## src/rtl/dpb_pkg.sv

```systemverilog
package dpb_pkg;
  localparam int unsigned WORD_W = 32;
  localparam int unsigned BYTE_W = 8;
  localparam int unsigned LANES  = WORD_W / BYTE_W;
  localparam int unsigned LANE_W = $clog2(LANES);
  localparam int unsigned TICK_W = 5;
  localparam int unsigned RSEL_W = 3;
  localparam int unsigned SLV_W  = 4;
  localparam int unsigned HADDR_W = 2;

  localparam logic [SLV_W-1:0]   SLV_RESERVED = '1;
  localparam logic [HADDR_W-1:0] HA_MODE = 2'd0;
  localparam logic [HADDR_W-1:0] HA_DATA = 2'd1;
  localparam logic [HADDR_W-1:0] HA_STAT = 2'd2;

  // field order fixed by software-visible bit positions
  typedef struct packed {
    logic [2:0]        rsvd;
    logic              swap;
    logic [TICK_W-1:0] setup;
    logic [TICK_W-1:0] hold;
    logic [TICK_W-1:0] width;
    logic              ack_async_en;
    logic              ack_sync_en;
    logic [SLV_W-1:0]  slv;
    logic [RSEL_W-1:0] rsel;
    logic              inc;
    logic              pack;
    logic [1:0]        wcode;
  } mode_t;

  typedef enum logic [1:0] {PH_IDLE, PH_SETUP, PH_STROBE, PH_HOLD} phase_e;

  function automatic logic [LANE_W:0] byte_total(mode_t m);
    if (m.pack || m.wcode == '0) return (LANE_W+1)'(LANES);
    return (LANE_W+1)'(m.wcode);
  endfunction

  // lane LANES-1 holds the most significant byte
  function automatic logic [LANE_W-1:0] lane_of(logic [LANE_W-1:0] idx, logic swap);
    return swap ? idx : LANE_W'(LANES - 1) - idx;
  endfunction
endpackage

```

## src/rtl/dpb_ack_sync.sv

```systemverilog
module dpb_ack_sync #(
  parameter int unsigned STAGES = 2
) (
  input  logic clk_i,
  input  logic rst_ni,
  input  logic async_i,
  output logic sync_o
);
  logic [STAGES-1:0] q;

  always_ff @(posedge clk_i or negedge rst_ni) begin
    if (!rst_ni) q <= '0;
    else         q <= {q[STAGES-2:0], async_i};
  end

  assign sync_o = q[STAGES-1];
endmodule

```

## src/rtl/dpb_lanes.sv

```systemverilog
module dpb_lanes
  import dpb_pkg::*;
(
  input  logic [WORD_W-1:0] word_i,
  input  logic [LANE_W-1:0] lane_i,
  input  logic [BYTE_W-1:0] byte_i,
  output logic [BYTE_W-1:0] byte_o,
  output logic [WORD_W-1:0] merged_o
);
  for (genvar g = 0; g < LANES; g++) begin : g_lane
    assign merged_o[g*BYTE_W +: BYTE_W] =
      (lane_i == LANE_W'(g)) ? byte_i : word_i[g*BYTE_W +: BYTE_W];
  end

  assign byte_o = word_i[lane_i*BYTE_W +: BYTE_W];
endmodule

```

## src/rtl/dpb_seq.sv

```systemverilog
module dpb_seq
  import dpb_pkg::*;
#(
  parameter int unsigned TIMEOUT = 256
) (
  input  logic              clk_i,
  input  logic              rst_ni,
  input  logic              start_i,
  input  logic [TICK_W-1:0] setup_i,
  input  logic [TICK_W-1:0] width_i,
  input  logic [TICK_W-1:0] hold_i,
  input  logic [LANE_W:0]   nbytes_i,
  input  logic              ack_en_i,
  input  logic              ack_i,
  output phase_e            phase_o,
  output logic [LANE_W-1:0] idx_o,
  output logic              strobe_end_o,
  output logic              byte_end_o,
  output logic              timeout_o
);
  localparam int unsigned TO_W  = $clog2(TIMEOUT);
  localparam int unsigned CNT_W = (TO_W > TICK_W) ? TO_W : TICK_W;

  phase_e            phase_q;
  logic [CNT_W-1:0]  cnt_q;
  logic [LANE_W-1:0] idx_q;
  logic [CNT_W:0]    cnt_nx;
  logic [TICK_W-1:0] wmin;
  logic setup_met, width_met, hold_met, ack_ok, last_byte;

  assign cnt_nx    = {1'b0, cnt_q} + 1'b1;
  assign wmin      = (width_i == '0) ? TICK_W'(1) : width_i;
  assign setup_met = cnt_nx >= (CNT_W+1)'(setup_i);
  assign width_met = cnt_nx >= (CNT_W+1)'(wmin);
  assign hold_met  = cnt_nx >= (CNT_W+1)'(hold_i);
  assign ack_ok    = !ack_en_i || ack_i;
  assign last_byte = ({1'b0, idx_q} + 1'b1) == nbytes_i;

  assign strobe_end_o = (phase_q == PH_STROBE) && width_met && ack_ok;
  assign timeout_o    = (phase_q == PH_STROBE) && !ack_ok && (cnt_q == CNT_W'(TIMEOUT - 1));
  assign byte_end_o   = ((phase_q == PH_HOLD) && hold_met) || (strobe_end_o && hold_i == '0);

  // zero setup goes straight to the strobe
  function automatic phase_e entry_phase(logic [TICK_W-1:0] s);
    return (s == '0) ? PH_STROBE : PH_SETUP;
  endfunction

  always_ff @(posedge clk_i or negedge rst_ni) begin
    if (!rst_ni) begin
      phase_q <= PH_IDLE;
      cnt_q   <= '0;
      idx_q   <= '0;
    end else begin
      cnt_q <= cnt_nx[CNT_W-1:0];
      case (phase_q)
        PH_IDLE: begin
          cnt_q <= '0;
          if (start_i) begin
            idx_q   <= '0;
            phase_q <= entry_phase(setup_i);
          end
        end
        PH_SETUP: begin
          if (setup_met) begin
            phase_q <= PH_STROBE;
            cnt_q   <= '0;
          end
        end
        PH_STROBE: begin
          if (timeout_o) begin
            phase_q <= PH_IDLE;
            cnt_q   <= '0;
          end else if (strobe_end_o) begin
            cnt_q <= '0;
            if (hold_i != '0) begin
              phase_q <= PH_HOLD;
            end else if (last_byte) begin
              phase_q <= PH_IDLE;
            end else begin
              idx_q   <= idx_q + 1'b1;
              phase_q <= entry_phase(setup_i);
            end
          end
        end
        PH_HOLD: begin
          if (hold_met) begin
            cnt_q <= '0;
            if (last_byte) begin
              phase_q <= PH_IDLE;
            end else begin
              idx_q   <= idx_q + 1'b1;
              phase_q <= entry_phase(setup_i);
            end
          end
        end
        default: phase_q <= PH_IDLE;
      endcase
    end
  end

  assign phase_o = phase_q;
  assign idx_o   = idx_q;
endmodule

```

## src/rtl/dpb_master.sv

```systemverilog
module dpb_master
  import dpb_pkg::*;
#(
  parameter int unsigned TIMEOUT     = 256,
  parameter int unsigned SYNC_STAGES = 2
) (
  input  logic                clk_i,
  input  logic                rst_ni,
  input  logic                host_wr_i,
  input  logic                host_rd_i,
  input  logic [HADDR_W-1:0]  host_addr_i,
  input  logic [WORD_W-1:0]   host_wdata_i,
  output logic [WORD_W-1:0]   host_rdata_o,
  output logic                busy_o,
  output logic                err_o,
  output logic [SLV_W-1:0]    bus_slv_o,
  output logic [RSEL_W-1:0]   bus_rsel_o,
  output logic                bus_cs_o,
  output logic                bus_we_o,
  output logic [BYTE_W-1:0]   bus_wdata_o,
  input  logic [BYTE_W-1:0]   bus_rdata_i,
  input  logic                ack_sync_i,
  input  logic                ack_async_i
);
  mode_t             mode_q;
  logic [WORD_W-1:0] data_q;
  logic              is_read_q;
  logic              err_q;

  phase_e            phase;
  logic [LANE_W-1:0] idx;
  logic [LANE_W-1:0] lane;
  logic [BYTE_W-1:0] cur_byte;
  logic [WORD_W-1:0] merged;
  logic strobe_end, byte_end, timeout;
  logic ack_async_s, ack_any, ack_en;
  logic idle, slv_ok, wr_mode, start_wr, start_rd, start;

  assign idle     = (phase == PH_IDLE);
  assign slv_ok   = (mode_q.slv != SLV_RESERVED);
  assign wr_mode  = host_wr_i && host_addr_i == HA_MODE && idle;
  assign start_wr = host_wr_i && host_addr_i == HA_DATA && idle && slv_ok;
  assign start_rd = !host_wr_i && host_rd_i && host_addr_i == HA_DATA && idle && slv_ok;
  assign start    = start_wr || start_rd;

  assign ack_en  = mode_q.ack_sync_en || mode_q.ack_async_en;
  assign ack_any = (mode_q.ack_sync_en && ack_sync_i) || (mode_q.ack_async_en && ack_async_s);
  assign lane    = lane_of(idx, mode_q.swap);

  dpb_ack_sync #(.STAGES(SYNC_STAGES)) u_ack_sync (
    .clk_i   (clk_i),
    .rst_ni  (rst_ni),
    .async_i (ack_async_i),
    .sync_o  (ack_async_s)
  );

  dpb_seq #(.TIMEOUT(TIMEOUT)) u_seq (
    .clk_i        (clk_i),
    .rst_ni       (rst_ni),
    .start_i      (start),
    .setup_i      (mode_q.setup),
    .width_i      (mode_q.width),
    .hold_i       (mode_q.hold),
    .nbytes_i     (byte_total(mode_q)),
    .ack_en_i     (ack_en),
    .ack_i        (ack_any),
    .phase_o      (phase),
    .idx_o        (idx),
    .strobe_end_o (strobe_end),
    .byte_end_o   (byte_end),
    .timeout_o    (timeout)
  );

  dpb_lanes u_lanes (
    .word_i   (data_q),
    .lane_i   (lane),
    .byte_i   (bus_rdata_i),
    .byte_o   (cur_byte),
    .merged_o (merged)
  );

  always_ff @(posedge clk_i or negedge rst_ni) begin
    if (!rst_ni) begin
      mode_q <= '0;
    end else if (wr_mode) begin
      mode_q <= mode_t'(host_wdata_i);
    end else if (byte_end && mode_q.inc) begin
      mode_q.rsel <= mode_q.rsel + 1'b1;
    end
  end

  always_ff @(posedge clk_i or negedge rst_ni) begin
    if (!rst_ni) begin
      data_q    <= '0;
      is_read_q <= 1'b0;
      err_q     <= 1'b0;
    end else begin
      if (start) begin
        is_read_q <= start_rd;
        err_q     <= 1'b0;
      end else if (timeout) begin
        err_q <= 1'b1;
      end
      if (start_wr)                    data_q <= host_wdata_i;
      else if (start_rd)               data_q <= '0;
      else if (strobe_end && is_read_q) data_q <= merged;
    end
  end

  always_comb begin
    case (host_addr_i)
      HA_MODE: host_rdata_o = mode_q;
      HA_DATA: host_rdata_o = data_q;
      HA_STAT: host_rdata_o = {{(WORD_W-2){1'b0}}, err_q, !idle};
      default: host_rdata_o = '0;
    endcase
  end

  assign busy_o      = !idle;
  assign err_o       = err_q;
  assign bus_cs_o    = (phase == PH_STROBE);
  assign bus_slv_o   = idle ? '0 : mode_q.slv;
  assign bus_rsel_o  = mode_q.rsel;
  assign bus_we_o    = !idle && !is_read_q;
  assign bus_wdata_o = bus_we_o ? cur_byte : '0;
endmodule

```

## config.mk

```make
export PLATFORM = sky130hd
export DESIGN_NAME = dpb_master
export DESIGN_NICKNAME = d
export VERILOG_FILES = /design/src/rtl/dpb_pkg.sv /design/src/rtl/dpb_ack_sync.sv /design/src/rtl/dpb_lanes.sv /design/src/rtl/dpb_seq.sv /design/src/rtl/dpb_master.sv
export SDC_FILE = /design/constraint.sdc
export NUM_CORES = 1
export LEC_CHECK = 0
export ABC_AREA = 1
export BUFFER_PORTS_ARGS = -buffer_cell sky130_fd_sc_hd__buf_2
export CAP_MARGIN = 0
export CORE_UTILIZATION = 25
export CTS_BUF_LIST = sky130_fd_sc_hd__clkbuf_2
export DETAILED_ROUTE_END_ITERATION = 10
export GPL_ROUTABILITY_DRIVEN = 0
export GPL_TIMING_DRIVEN = 0
export PLACE_DENSITY = 0.47
export SLEW_MARGIN = 20
export SYNTH_ARGS = -nofsm -noshare
export SYNTH_HDL_FRONTEND = slang
export SYNTH_SLANG_ARGS = --single-unit
export TNS_END_PERCENT = 20
```

## constraint.sdc

```tcl
create_clock -name clk_i -period 2.44 [get_ports clk_i]
set_input_delay 0.122 -clock clk_i [delete_from_list [all_inputs] [get_ports clk_i]]
set_output_delay 0.122 -clock clk_i [all_outputs]
set_load 0.01 [all_outputs]
```

* Word-level counts from Yosys, hierarchy flattened
Cells that the tools add are included.
** Cells by class
- Add/sub/neg operators :: 5
- $lt $le $gt $ge :: 3
- Equality and inequality tests :: 18
- Shift operators :: 1
- Multiplexer cells :: 40
- Reduce and logical (&&, ||, !) cells :: 53
** Operator list (count)
- $mux 32 :: 3
- $pmux 32 s3 :: 1
- $mux 8 :: 9
- $pmux 8 s4 :: 1
- $shiftx 32x6->8 :: 1
- $mux 2 :: 15
- $ge 9x5->1 :: 3
- $logic_and 1x1->1 :: 20
- $reduce_bool 3->1 :: 6
- $logic_not 5->1 :: 3
- $mux 3 :: 4
- $eq 2x2->1 const B :: 5
- $add 8x1->9 const B :: 1
- $eq 8x8->1 const B :: 1
- $logic_not 2->1 :: 4
- $ne 2x1->1 const B :: 4
- $pmux 2 s4 :: 1
- $reduce_and 2->1 :: 4
- $eq 2x1->1 const B :: 3
- $logic_or 1x1->1 :: 6
- $pmux 2 s3 :: 1
- $reduce_and 6->1 :: 1
- $logic_not 1->1 :: 5
- $mux 5 :: 1
- 13 further kinds :: 17
** Storage, ports and cells
- Flip-flop bits (word level) :: 80
- Output and inout port bits :: 51

* Logic depth before layout (Yosys ltp)
- Depth in word-level cells :: 10
- Mapped depth :: 18

* Modules after synthesis
A second synthesis with hierarchy kept.
** Unflattened totals
- Cell total of the unflattened synthesis :: 865
- Area, all modules :: 5728.0 sq um
** Modules (own cells, without submodules)
- dpb_master :: instances 1, cells an instance 505, area an instance 3628.5 sq um
- dpb_seq :: instances 1, cells an instance 191, area an instance 1290.0 sq um
- dpb_lanes :: instances 1, cells an instance 167, area an instance 759.5 sq um
- dpb_ack_sync :: instances 1, cells an instance 2, area an instance 50.0 sq um

* Worst setup path before layout
OpenSTA, ideal clock, no wires.
- Kind :: register to register
- Start point :: reg u_seq.cnt_q[0]
- End point :: reg u_seq.phase_q[0], in the netlist u_seq.phase_o[0]
- Library setup time :: 65 ps
- Arrival :: 2150 ps
- Required time :: 2375 ps
- Slack :: 225 ps
- Stages on the path, launching flop included :: 15
- Period minus slack after synthesis :: 2215 ps
- Path through :: dfrtp_1 > ha_1 > nand2_1 > nor2_1 > xnor2_1 > inv_1 > ha_1 > nand2_1 > nor3b_1 > nor2_1 > nand3_1 > nand2_2 > nor2_4 > nand3_1 > nand2_1
** On the way
- Word-level cells in the longest chain between the ends :: 6
** RTL lines
- start: declaration :: line dpb_seq.sv:25 : logic [CNT_W-1:0] cnt_q;
- start signal: assignment :: line dpb_seq.sv:54 : cnt_q <= cnt_nx[CNT_W-1:0];
- $add 8x1->9 :: line dpb_seq.sv:31 : assign cnt_nx = {1'b0, cnt_q} + 1'b1;
- $ge 9x5->1 :: line dpb_seq.sv:34 : assign width_met = cnt_nx >= (CNT_W+1)'(wmin);
- $logic_and 1x1->1 (2 in series) :: line dpb_seq.sv:39 : assign strobe_end_o = (phase_q == PH_STROBE) && width_met && ack_ok;
- $ne 3x1->1 (no line)
- $reduce_and 4->1 (no line)
- end signal: assignment :: line dpb_seq.sv:60 : phase_q <= entry_phase(setup_i);
- end signal: assignment :: line dpb_seq.sv:81 : phase_q <= entry_phase(setup_i);
- end signal: assignment :: line dpb_seq.sv:92 : phase_q <= entry_phase(setup_i);
- end: declaration :: line dpb_seq.sv:24 : phase_e phase_q;
Parallel ways exist; a longest one is shown, timed or not.
A chain may end at the register's enable or synchronous reset.

* Worst setup path in the final report
- Start point :: reg u_seq.idx_q[1], in the netlist u_seq.idx_o[1]
- End point :: out bus_wdata_o[0]
** On the way
- Word-level cells in the longest chain between the ends :: 4
** RTL lines
- start: declaration :: line dpb_seq.sv:26 : logic [LANE_W-1:0] idx_q;
- start signal: assignment :: line dpb_seq.sv:80 : idx_q <= idx_q + 1'b1;
- start signal: assignment :: line dpb_seq.sv:91 : idx_q <= idx_q + 1'b1;
- $sub 2x2->2 :: line dpb_pkg.sv:41 : return swap ? idx : LANE_W'(LANES - 1) - idx;
- $mux 2 (*) :: line dpb_pkg.sv:41
- $shiftx 32x6->8 (*) :: line dpb_lanes.sv:15 : assign byte_o = word_i[lane_i*BYTE_W +: BYTE_W];
- $mux 8 (*) :: line dpb_master.sv:125 : assign bus_wdata_o = bus_we_o ? cur_byte : '0;
- end: declaration :: line dpb_master.sv:20 : output logic [BYTE_W-1:0] bus_wdata_o,
Every way passes the cells marked *; elsewhere a longest branch is shown, timed or not.

==> flow_metrics.py <==
metrics = {
    "sta": {
        "finalMaxSlewViolations": 0,
        "fin_setup_tns_ns": 0,
        "tightest_slew_ns": 0.8293,
        "min_period_ns": 2.420,
        "finalSetupViolations": 0,
        "min_period_over_period_pct": 99.17,
        "fin_skew_ns": 0.03980,
        "hold_viol": 0,
        "slew_headroom_pct": 44.71,
        "whs_ns": 0.04523,
        "fmaxAchievable_ghz": 0.4133,
        "rsz0062_at_grt": "true",
    },
    "cells_and_area": {
        "postLayoutCoreUtil_pct": 36.76,
        "instances_no_fill": 1146,
        "drive_gt1_share_pct": 28.52,
        "final_nets": 941,
        "fill_cells": 2149,
        "multi_input_area_um2": 2964,
        "syn_to_final_growth_pct": 43.27,
        "register_area_um2": 2009,
    },
    "yosys": {
        "synth_edf_count": 0,
        "synth_cell_type_count": 39,
        "yosysTopAreaCell": "dfrtp_1",
        "asyncSetResetFlopFracSynth_pct": 100.0,
        "synth_nets": 757,
        "synth_ff_type": "dfrtp_1",
        "synthMostInstantiatedCell": "nand2_1",
        "synthCells": 691,
        "netlist_area_um2": 5026,
        "synth-seq-cells": 80,
        "synth_common_cells": "205 x nand2_1, 99 x inv_1, 98 x o21ai_0",
        "synth.area.top_cells": "dfrtp_1 40%, nand2_1 15%, o21ai_0 9.8%",
        "yosysSeqAreaShare_pct": 39.83,
        "yosys_warnings": 0,
        "avgSynthCellArea_um2": 7.274,
        "yosysTopAreaCellShare_pct": 39.83,
    },
    "routing": {
        "route.detailed.drc": 0,
        "wl_met2_um": 9438,
        "wirelength_um": 20340,
        "drt-met1-wl_um": 9377,
        "met3_length_um": 1042,
        "top_layer": "met4",
        "ant_nets": 0,
        "vias": 5329,
        "wl_per_cell_um": 17.75,
        "firstDrtPassIters": 5,
        "drt-initial-drc-count": 349,
        "via_per_inst": 4.650,
    },
    "cts": {
        "cts_tree": "done",
        "clock_latency_ns": 0.60,
        "clkTransAtPathRegs_ns": 0.24,
        "htreeDepth": 3,
        "clock_path_buffers": 2,
        "cts.sinks": 80,
        "tritoncts.num_buffers": 9,
        "clock-root-buffer": "clkbuf_2",
    },
    "power": {
        "ir_drop_v": 0.0003744,
        "comb_power_share_pct": 61.1,
        "power_per_cell_area_nw_per_um2": 1143,
        "p_leak_nw": 3.702,
        "swShare_pct": 48.86,
        "p_sw_mw": 4.021,
        "power_frac_seq_pct": 29.6,
        "power.internal_mw": 4.208,
        "clkPwrFrac_pct": 9.2,
        "total_power_mw": 8.228,
    },
    "grt": {
        "grt.overflow.total": 0,
        "antenna_found_initial": 1,
        "track_usage_pct": 20.19,
        "grt_pass1_wl_um": 30020,
        "grt_pass1_vias": 5123,
        "grt_max_degree": 72,
    },
    "place": {
        "place_inst": 1055,
        "post-dp-hpwl_um": 14590,
        "numPortBuffers": 98,
    },
    "setup_path": {
        "crit_chain": "xor2_4 -> buf_12 -> inv_2 -> nor2_4 -> buf_6 -> a22oi_1 -> a21oi_1 -> buf_2",
        "cp_num_cells": 8,
        "end_kind": "output port",
        "cp.arrival_ns": 2.30,
        "reg2reg_depth": 18,
        "cp_slowest_stage_delay_ns": 0.52,
        "worst-setup-path-type": "register to output port",
        "crit_family": "flip-flops",
        "crit_slowest_cell": "dfrtp_2",
        "cp_data_required_time_ns": 2.32,
        "crit_buf_inv": 4,
        "critPathLaunchType": "register",
        "crit_fanout": 6,
    },
    "floorplan": {
        "die_area_um2": 20680,
        "die_w_um": 143.8,
        "pin_count": 99,
        "die_h_um": 143.8,
        "start_util_pct": 25.66,
        "core_um2": 19590,
        "rows": 51,
    },
    "min_path": {
        "hp-class": "input port to asynchronous set/reset pin",
    },
    "job": {
        "max_cap_viol_count": 0,
    },
    "run_status": {
        "status": "finished, final reports clean",
    },
}
-- cell families after synthesis --
family / Yosys count / synth area share, %
buffers and inverters: 124 / 10.33
AO/OA/AOI/OAI: 138 / 15.16
adder cells (fa/ha/maj): 18 / 4.481
flip-flops: 80 / 39.83
AND/OR/NAND/NOR: 326 / 29.33
XOR/XNOR: 5 / 0.8713
-- sequential cells by signal (all words and copies together), names as in the netlist --
| signal | cells |
|---|---|
| data_q | 32 |
| is_read_q | 1 |
| u_seq.phase_o | 2 |
| bus_rsel_o | 3 |
| u_ack_sync.q | 2 |
| u_seq.idx_o | 2 |
| u_seq.cnt_q | 8 |
| mode_q | 29 |
| err_o | 1 |
-- through the flow --
stage / worst slack (ns) / cell area [um^2]
6_report: 0.02032 / 7201
5_1_grt: -0.09986 / 7201
4_1_cts: -0.1005 / 6703
3_5_place_dp: -0.4069 / 5882
3_3_place_gp: -0.3917 / 5848
2_1_floorplan: 0.2255 / 5026
-- layout by cell type, fill, tap and decap left out, types with 6 or more instances in the layout --
master / synthesis / layout
dlygate4sd3_1: 0 / 46
dfrtp_1: 80 / 74
nor2_1: 33 / 24
inv_2: 2 / 9
nor2_4: 1 / 8
buf_2: 3 / 100
a21oi_1: 11 / 6
buf_4: 4 / 19
ha_1: 18 / 11
nand2_2: 3 / 21
clkbuf_1: 13 / 13
o21ai_0: 98 / 92
a22oi_1: 6 / 6
clkbuf_2: 0 / 12
nor2_2: 5 / 7
nand3_1: 50 / 47
buf_12: 1 / 6
inv_1: 99 / 88
buf_6: 0 / 6
dfrtp_2: 0 / 6
o22ai_1: 8 / 7
nand2_4: 12 / 10
ha_4: 0 / 7
nand2_1: 205 / 184
nand2_8: 0 / 8
-- power groups by stage --
stage | combinational, mW | clock [mW] | sequential, mW
after floorplan | 2.56 | 0 | 2.24
after global placement | 3.73 | 0 | 2.41
after detailed placement | 3.75 | 0 | 2.42
after CTS | 4.19 | 0.776 | 2.41
after global routing | 5.59 | 0.828 | 2.52
final | 5.03 | 0.760 | 2.44
-- metal layers --
layer  GRT usage (%)  vias to the layer above
met4           7.727                        0
met5               0                        -
met3           3.199                       30
met2           31.71                      153
li1                -                     2604
met1           27.67                     2542
-- worst reg2reg max path, stage by stage (launching register included) --
cell and delay, ns:
dfrtp_2 0.50, ha_4 0.19, nand2_4 0.09, inv_8 0.05
nor2_4 0.17, ha_4 0.23, a21oi_2 0.11, nand2_1 0.06
nand2_1 0.05, nand2_1 0.06, nand2_2 0.09, nand3_4 0.09
nand2_4 0.11, nor2_8 0.05, buf_12 0.15, nand2_8 0.10
nand2_8 0.10, nand2_1 0.08, nand2_1 0.06
-- layout make-up --
class,instances,area share (%)
Multi-Input combinational cell,490,41.16
Tap cell,265,4.605
Inverter,101,5.473
Clock inverter,4,0.6255
Antenna cell,1,0.03475
Sequential cell,80,27.91
Timing Repair Buffer,170,17.41
Clock buffer,12,0.8341
Buffer,23,1.946
-- worst paths after layout --
kind                                 startpoint         endpoint  slack, ns
worst min-delay path                     rst_ni       data_q[21]       0.05
worst min register to register  u_ack_sync.q[0]  u_ack_sync.q[1]       0.38
min in group clk_i               host_addr_i[0]        is_read_q       0.11
worst max-delay path             u_seq.idx_o[1]   bus_wdata_o[0]       0.02
worst max register to register   u_seq.cnt_q[1]        data_q[8]       0.02
max in group asynchronous                rst_ni       mode_q[13]       1.60
-- what timing repair did --
action / CTS / global route
buffers inserted: 4 / 21
endpoints found under the setup margin: 59 / 55
gates cloned: 1 / 2
pin swaps: 12 / 28
resized for setup: 43 / 72
endpoints found under the hold margin: 147 / 0
hold buffers: 46 / 0
Note: power is estimated with default switching activity, not from simulation.
